**src/rtl/mp_rx_pkg.sv**
```systemverilog
package mp_rx_pkg;
  typedef enum logic [1:0] {
    MD_ALL      = 2'b00,
    MD_ADDR     = 2'b01,
    MD_MATCH    = 2'b10,
    MD_SEL_DATA = 2'b11
  } mp_mode_e;

  typedef enum logic [2:0] {
    S_IDLE,
    S_START,
    S_DATA,
    S_STOP1,
    S_STOP2,
    S_WAITHI
  } rx_state_e;
endpackage

```
**src/rtl/mp_rx_sync.sv**
```systemverilog
module mp_rx_sync #(
  parameter int STAGES = 2
) (
  input  logic clk_i,
  input  logic rst_ni,
  input  logic d_i,
  output logic q_o
);
  logic [STAGES-1:0] q;

  generate
    if (STAGES == 1) begin : g_one
      always_ff @(posedge clk_i or negedge rst_ni)
        if (!rst_ni) q <= '1;
        else         q <= d_i;
    end else begin : g_many
      always_ff @(posedge clk_i or negedge rst_ni)
        if (!rst_ni) q <= '1;
        else         q <= {q[STAGES-2:0], d_i};
    end
  endgenerate

  assign q_o = q[STAGES-1];
endmodule

```
**src/rtl/mp_rx_deser.sv**
```systemverilog
module mp_rx_deser
  import mp_rx_pkg::*;
#(
  parameter int OSR = 16,
  parameter int DW  = 8
) (
  input  logic          clk_i,
  input  logic          rst_ni,
  input  logic          rx_i,
  input  logic          tick_i,
  input  logic          two_stop_i,
  output logic          done_o,
  output logic [DW-1:0] byte_o,
  output logic          nine_o,
  output logic          ferr_o,
  output logic          busy_o
);
  localparam int NB = DW + 1;
  localparam int CW = $clog2(OSR);
  localparam int BW = $clog2(NB);
  localparam logic [CW-1:0] CNT_LAST = CW'(OSR - 1);
  localparam logic [CW-1:0] CNT_MID  = CW'(OSR / 2 - 1);
  localparam logic [BW-1:0] BIT_LAST = BW'(NB - 1);

  rx_state_e       st;
  logic [CW-1:0]   cnt;
  logic [BW-1:0]   bidx;
  logic [NB-1:0]   shreg;
  logic            done_q, ferr_q;

  always_ff @(posedge clk_i or negedge rst_ni) begin
    if (!rst_ni) begin
      st     <= S_IDLE;
      cnt    <= '0;
      bidx   <= '0;
      shreg  <= '0;
      done_q <= 1'b0;
      ferr_q <= 1'b0;
    end else begin
      done_q <= 1'b0;
      unique case (st)
        S_IDLE: begin
          cnt <= '0;
          if (!rx_i) st <= S_START;
        end
        S_START: if (tick_i) begin
          if (cnt == CNT_MID) begin
            cnt  <= '0;
            bidx <= '0;
            st   <= rx_i ? S_IDLE : S_DATA;  // false start when high at mid-bit
          end else cnt <= cnt + 1'b1;
        end
        S_DATA: if (tick_i) begin
          if (cnt == CNT_LAST) begin
            cnt   <= '0;
            shreg <= {rx_i, shreg[NB-1:1]};
            if (bidx == BIT_LAST) st <= S_STOP1;
            else                  bidx <= bidx + 1'b1;
          end else cnt <= cnt + 1'b1;
        end
        S_STOP1: if (tick_i) begin
          if (cnt == CNT_LAST) begin
            cnt <= '0;
            if (!rx_i) begin
              done_q <= 1'b1;
              ferr_q <= 1'b1;
              st     <= S_WAITHI;
            end else if (two_stop_i) begin
              st <= S_STOP2;
            end else begin
              done_q <= 1'b1;
              ferr_q <= 1'b0;
              st     <= S_IDLE;
            end
          end else cnt <= cnt + 1'b1;
        end
        S_STOP2: if (tick_i) begin
          if (cnt == CNT_LAST) begin
            cnt    <= '0;
            done_q <= 1'b1;
            ferr_q <= ~rx_i;
            st     <= rx_i ? S_IDLE : S_WAITHI;
          end else cnt <= cnt + 1'b1;
        end
        S_WAITHI: if (rx_i) st <= S_IDLE;
        default: st <= S_IDLE;
      endcase
    end
  end

  assign done_o = done_q;
  assign byte_o = shreg[DW-1:0];
  assign nine_o = shreg[NB-1];
  assign ferr_o = ferr_q;
  assign busy_o = (st != S_IDLE);
endmodule

```
**src/rtl/mp_rx_filter.sv**
```systemverilog
module mp_rx_filter
  import mp_rx_pkg::*;
#(
  parameter int DW = 8
) (
  input  logic          clk_i,
  input  logic          rst_ni,
  input  logic          done_i,
  input  logic [DW-1:0] byte_i,
  input  logic          nine_i,
  input  logic          ferr_i,
  input  logic          en_i,
  input  logic [1:0]    mode_i,
  input  logic [DW-1:0] node_addr_i,
  output logic          pass_o,
  output logic          sel_o
);
  logic     sel_q, sel_d, addr_hit, good;
  mp_mode_e mode;

  assign mode     = mp_mode_e'(mode_i);
  assign addr_hit = (byte_i == node_addr_i);
  assign good     = done_i && !ferr_i;

  always_comb begin
    pass_o = 1'b0;
    sel_d  = sel_q;
    if (good) begin
      if (nine_i) sel_d = addr_hit;
      if (!en_i) pass_o = 1'b1;
      else begin
        unique case (mode)
          MD_ALL:      pass_o = 1'b1;
          MD_ADDR:     pass_o = nine_i;
          MD_MATCH:    pass_o = nine_i ? addr_hit : sel_q;
          MD_SEL_DATA: pass_o = !nine_i && sel_q;
          default:     pass_o = 1'b0;
        endcase
      end
    end
  end

  always_ff @(posedge clk_i or negedge rst_ni)
    if (!rst_ni) sel_q <= 1'b0;
    else         sel_q <= sel_d;

  assign sel_o = sel_q;
endmodule

```
**src/rtl/mp_uart_rx.sv**
```systemverilog
module mp_uart_rx
  import mp_rx_pkg::*;
#(
  parameter int OSR         = 16,
  parameter int DW          = 8,
  parameter int SYNC_STAGES = 2
) (
  input  logic          clk_i,
  input  logic          rst_ni,
  input  logic          rxd_i,
  input  logic          tick_i,
  input  logic          en_i,
  input  logic [1:0]    mode_i,
  input  logic [DW-1:0] node_addr_i,
  input  logic          two_stop_i,
  output logic [DW-1:0] data_o,
  output logic          addr_flag_o,
  output logic          ferr_o,
  output logic          irq_o,
  output logic [3:0]    stat_o
);
  logic          rx_s;
  logic          frm_done, frm_nine, frm_ferr, busy;
  logic [DW-1:0] frm_byte;
  logic          pass, sel;

  mp_rx_sync #(.STAGES(SYNC_STAGES)) u_sync (
    .clk_i (clk_i),
    .rst_ni(rst_ni),
    .d_i   (rxd_i),
    .q_o   (rx_s)
  );

  mp_rx_deser #(.OSR(OSR), .DW(DW)) u_deser (
    .clk_i     (clk_i),
    .rst_ni    (rst_ni),
    .rx_i      (rx_s),
    .tick_i    (tick_i),
    .two_stop_i(two_stop_i),
    .done_o    (frm_done),
    .byte_o    (frm_byte),
    .nine_o    (frm_nine),
    .ferr_o    (frm_ferr),
    .busy_o    (busy)
  );

  mp_rx_filter #(.DW(DW)) u_filter (
    .clk_i      (clk_i),
    .rst_ni     (rst_ni),
    .done_i     (frm_done),
    .byte_i     (frm_byte),
    .nine_i     (frm_nine),
    .ferr_i     (frm_ferr),
    .en_i       (en_i),
    .mode_i     (mode_i),
    .node_addr_i(node_addr_i),
    .pass_o     (pass),
    .sel_o      (sel)
  );

  always_ff @(posedge clk_i or negedge rst_ni) begin
    if (!rst_ni) begin
      data_o      <= '0;
      addr_flag_o <= 1'b0;
      ferr_o      <= 1'b0;
      irq_o       <= 1'b0;
    end else begin
      irq_o <= pass;
      if (frm_done) begin
        data_o      <= frm_byte;
        addr_flag_o <= frm_nine;
        ferr_o      <= frm_ferr;
      end
    end
  end

  assign stat_o = {busy, sel, ferr_o, addr_flag_o};
endmodule

```
**config.mk**
```make
export PLATFORM = sky130hd
export DESIGN_NAME = mp_uart_rx
export DESIGN_NICKNAME = d
export VERILOG_FILES = /design/src/rtl/mp_rx_pkg.sv /design/src/rtl/mp_rx_sync.sv /design/src/rtl/mp_rx_deser.sv /design/src/rtl/mp_rx_filter.sv /design/src/rtl/mp_uart_rx.sv
export SDC_FILE = /design/constraint.sdc
export NUM_CORES = 1
export LEC_CHECK = 0
export BUFFER_PORTS_ARGS = -buffer_cell sky130_fd_sc_hd__buf_2
export CAP_MARGIN = 20
export CORE_MARGIN = 8
export CORE_UTILIZATION = 48
export CTS_BUF_LIST = sky130_fd_sc_hd__clkbuf_4 sky130_fd_sc_hd__clkbuf_8 sky130_fd_sc_hd__clkbuf_16
export CTS_CLUSTER_SIZE = 14
export DETAILED_ROUTE_END_ITERATION = 10
export GPL_TIMING_DRIVEN = 0
export PLACE_DENSITY = 0.7
export SYNTH_ARGS = -nofsm -noshare
export SYNTH_HDL_FRONTEND = slang
export SYNTH_SLANG_ARGS = --single-unit
```
**constraint.sdc**
```tcl
create_clock -name clk_i -period 2.72 [get_ports clk_i]
set_clock_uncertainty 0.05 [all_clocks]
set_input_delay 0.136 -clock clk_i [delete_from_list [all_inputs] [get_ports clk_i]]
set_output_delay 0.136 -clock clk_i [all_outputs]
set_load 0.01 [all_outputs]
```
# Yosys cells after proc, flatten, opt, wreduce, memory -nomap -nowiden
# Cells that the tools add are included.
[classes]
reduce_logical = 16
addsub = 2
muxes = 45
bitwise_logic = 1
n_eq_ne = 26
[ops]
columns = ["operator", "n"]
rows = [
  ["3-bit 2-to-1 mux", 14],
  ["4-bit 2-to-1 mux", 9],
  ["3-bit case mux with 6 select lines", 1],
  ["1-bit 2-to-1 mux", 15],
  ["2-bit != test, second input constant", 7],
  ["2-bit by 1-bit != test with 1-bit output, second input constant", 6],
  ["4-bit case mux with 3 select lines", 1],
  ["6-bit AND reduction", 2],
  ["11-bit AND reduction", 1],
  ["4-bit by 1-bit adder with 4-bit output, second input constant", 2],
  ["4-bit == test, second input constant", 2],
  ["8-bit == test", 1],
  ["4-bit case mux with 2 select lines", 1],
  ["3-bit by 2-bit == test with 1-bit output, second input constant", 2],
  ["3-bit == test, second input constant", 2],
  ["3-bit AND reduction", 2],
  ["3-bit nonzero test", 2],
  ["2-bit == test, second input constant", 2],
  ["4-bit by 3-bit == test with 1-bit output, second input constant", 1],
  ["1-bit case mux with 2 select lines", 2],
  ["1-bit case mux with 4 select lines", 1],
  ["2-bit nonzero test", 2],
  ["3-bit by 1-bit == test with 1-bit output, second input constant", 1],
  ["3-bit zero test", 1],
  ["8 further kinds", 10],
]
[totals]
output_inout_bits = 15
regBits = 36
elab_cells = 102
in_bits = 16

# Depth between registers and ports, before layout
[depth]
ltp_word = 5
ltp_mapped = 8
mapped_depth_nobuf = 7

# Cells and area by module
# A second synthesis with hierarchy kept.
[hier_totals]
cells_unflattened = 168
area_unflattened_um2 = 1918.1
[by_module_without_submodules]
columns = ["mod", "area_per_inst_um2", "cells_per_inst", "seq_area_each_um2", "n_inst"]
rows = [
  ["mp_rx_deser", 1179.9, 113, 550.5, 1],
  ["mp_uart_rx", 466.7, 26, 275.3, 1],
  ["mp_rx_filter", 219.0, 27, 25.0, 1],
  ["mp_rx_sync", 52.6, 2, 52.6, 1],
]

# Least setup slack after synthesis
# No wires, ideal clock.
[synth_timing]
path_type = "reg-to-reg"
start = "register u_deser.st[1]"
end = "register u_deser.st[1]"
period_less_slack_ps = 1843
stages_incl_launch_ff = 7
setup_slack_ps = 877
n_path_buf = 1
arrival_ps = 1670
setup_ps = 124
t_required_ps = 2546
cell_sequence = "dfrtp_1 -> o21ai_4 -> or3b_1 -> and3_1 -> buf_6 -> and4_4 -> a211o_1"
[synth_between]
elab_chain_cells = 3
elab_cells_between_ends = 19
classes_between = "eq/ne (16); mux (1); reduce/logical (2)"
[synth_rtl]
columns = ["item", "line_no", "rtl"]
rows = [
  ["from (decl)", "mp_rx_deser.sv:25", "rx_state_e st;"],
  ["from (signal assigned)", "mp_rx_deser.sv:50", "st <= rx_i ? S_IDLE : S_DATA;"],
  ["from (signal assigned)", "mp_rx_deser.sv:82", "st <= rx_i ? S_IDLE : S_WAITHI;"],
  ["3-bit by 2-bit == test with 1-bit output (tied with other cells)", "mp_rx_deser.sv:41", "unique case (st)"],
  ["2-bit by 1-bit != test with 1-bit output (no line) / 2-bit != test (equally long branches)", "-", ""],
  ["11-bit AND reduction (no line)", "-", ""],
]
# Several ways; a longest one is shown, not always the timed one.
# A chain may end at the register's enable or synchronous reset.

# Final worst setup path
[layout_timing]
start = "register u_deser.st[0]"
end = "register u_deser.st[1]"
# The elaborated chain is that of the path after synthesis.

==> reports/qor.csv <==
metric;value;unit
hold_viol;0;
ys_seq_elements;36;
busiest_layer;met2;
ant_nets;0;
synth_edf_count;0;
finalCoreUtilization;60.0;%
holdCritPathClass;in2reg;
worst_pin_slew;775;ps
synthToLayoutAreaGrowth;18.6;%
p_total;1.79;mW
grt_pass1_wl;6640;µm
finalSetupViolations;0;
fin_crit_sh;77.2;%
dp_slack;662;ps
crit_chain;buf_4 -> nor3b_2 -> nand2_1 -> and3_1 -> buf_6 -> and4_4 -> a211o_1;
synth-xor-area-share;3.75;%
diodes;0;
grt_util_met3;3.99;%
peakVddDrop;0.373;mV
min_period;2100;ps
yosys.area.top_type;dfrtp_1;
ys_seq_area_share;48.4;%
gr-total-overflow;0;
arrival;2220;ps
drtIter0Drc;122;
async_flop_share;100;%
ctsHoldBuffers;3;
grt_util_met1;15.8;%
crit_path_start_kind;flip-flop;
rsz0062_at_grt;false;
drt_first_pass_iters;4;
syn_avg_cell_area;10.4;µm²
drc_errors;0;
syn_area;1870;µm²
drv_cap;0;
cts_sinks;36;
startpoint;u_deser.st[0];
slew_headroom;48.3;%
synth_nets;198;
cts_setup_buffers;0;
yosysTopAreaCellShare;45.6;%
wl;3900;µm
cp_slowest_cell;nor3b_2;
yosysUniqueCellTypes;47;
cpLargestDelayFamily;simple AND/OR/NAND/NOR gates;
cts_root_buffer;clkbuf_8;
required;2840;ps
yosysWarnings;0;
rows;22;
hold_start;en_i;
htreeDepth;2;
yosys.cell_count.top_type;dfrtp_1;
crit_type;reg2reg;
worstReg2RegStart;u_deser.st[0];
synth_compound_area_share;11.8;%
avgRoutedWirePerCell;14.6;µm
io_pins;31;
setup_tns;0;ps
setup_ws;619;ps
powerDensity;807;nW/µm²
slowest_delay;440;ps
cts_resized;0;
routed_via_density;5.48;
multi_input_area;863;µm²
die_y;78.4;µm
grt_max_degree;37;
drive_gt1_share;28.8;%
start_util;50.6;%
fill_cells;334;
clk_pin_slew;70;ps
synthMuxAreaShare;10.9;%
cts_tree;built;
dieArea;6140;µm²
synth_top_family_by_area;simple AND/OR/NAND/NOR gates;
syn_inst;179;
synth_flop_cell;dfrtp_1;
num_vias;1464;
die_w;78.4;µm
synth.top_cells.by_count;34 x dfrtp_1, 19 x nand2_1, 10 x mux2_2, 10 x nand3_1;
dp_cells;256;
routabilityCongestion;0.845;
coreArea;3690;µm²
netlist_top_cells_area;dfrtp_1 46%, mux2_2 6.0%, mux2_1 4.8%;
port_buffers;29;
p_leak;1.08;nW
grt_usage;13.4;%
hpwl;2790;µm
clock_path_buffers;2;
nets;237;
antenna_found_initial;0;
cp_max_fo;10;
report.final.slew_viol_count;0;
endpoint_kind;flip-flop;
grt_pass1_vias;1461;
met2_usage;21.8;%
clk_latency;280;ps
max_freq;476;MHz
status;completed;
finalNonFillerCells;267;
regArea;903;µm²
cts_buffers;5;
cp.buffers_inverters;2;
yosys.area_share.simple;17.8;%
synth_fa_ha_area_share;2.01;%
[routing by layer]
| layer | up-vias | part of all wire, % |
|---|---|---|
| li1 | 711 | - |
| met1 | 721 | 44 |
| met2 | 25 | 49 |
| met3 | 7 | 5.1 |
| met4 | 0 | 1.8 |
| met5 | - | 0 |
[cells by family (layout without fill, tap and decap cells)]
| group | after synthesis | after routing |
|---|---|---|
| AO/OA/AOI/OAI | 33 | 33 |
| adder cells (fa/ha/maj) | 3 | 3 |
| flip-flops | 36 | 36 |
| buffers and inverters | 19 | 59 |
| AND/OR/NAND/NOR | 62 | 62 |
| XOR/XNOR | 8 | 8 |
| multiplexers | 18 | 18 |
[area by class of cell]
type,count,share of cell area [%]
flip-flops and latches,36,40.8
multi-input cells,124,39.0
repair buffers,32,7.91
plain buffers,11,3.17
well taps,48,2.71
inverters,8,1.36
clock buffers,6,3.45
clock inverters,2,1.58
[state kept, by name (all words and copies together) (netlist names)]
name and count:
u_deser.shreg 9, u_sync.q 2, irq_o 1, u_deser.ferr_o 1, ferr_o 1, addr_flag_o 1
u_deser.bidx 4, u_deser.done_o 1, u_filter.sel_o 1, u_deser.st 3, u_deser.cnt 4, data_o 8
[through the flow]
step | hold slack [ps] | instance area, µm²
2_1_floorplan | -210 | 1870
3_3_place_gp | 192 | 2070
3_5_place_dp | 193 | 2070
4_1_cts | 4.16 | 2210
5_1_grt | 5.77 | 2210
6_report | 16.0 | 2210
[report_power, final]
group	internal [mW]	switching, mW
sequential	0.619	0.100
combinational	0.266	0.335
clock	0.282	0.184
[final timing paths]
| kind | end | slack, ps | cells after the start |
|---|---|---|---|
| min in group asynchronous | data_o[2] | 420 | 2 |
| setup reg to reg | u_deser.st[1] | 620 | 7 |
| hold / removal | irq_o | 20 | 2 |
| max in group asynchronous | data_o[5] | 1710 | 2 |
| setup / recovery | u_deser.st[1] | 620 | 7 |
| hold reg to reg | u_sync.q[1] | 310 | 0 |
[placed cells by master, fill, tap and decap left out, types with 2 or more instances in the layout]
cell and n:
dfstp_2 2, nand3_1 10, a31oi_1 4, o22ai_1 2, buf_2 31, or3b_1 2
mux2_2 10, o21ai_1 6, o21ai_0 2, inv_1 6, inv_2 2, a21o_1 3
clkbuf_1 2, and3_1 2, nand3b_1 4, nor3_1 6, clkbuf_8 5, nand2_1 19
dlygate4sd3_1 3, buf_4 5, a21oi_1 7, dfrtp_1 34, ha_1 3, nor2_1 7
mux2_1 8, xnor2_1 8
No activity file was read; power rests on OpenSTA's default activity.
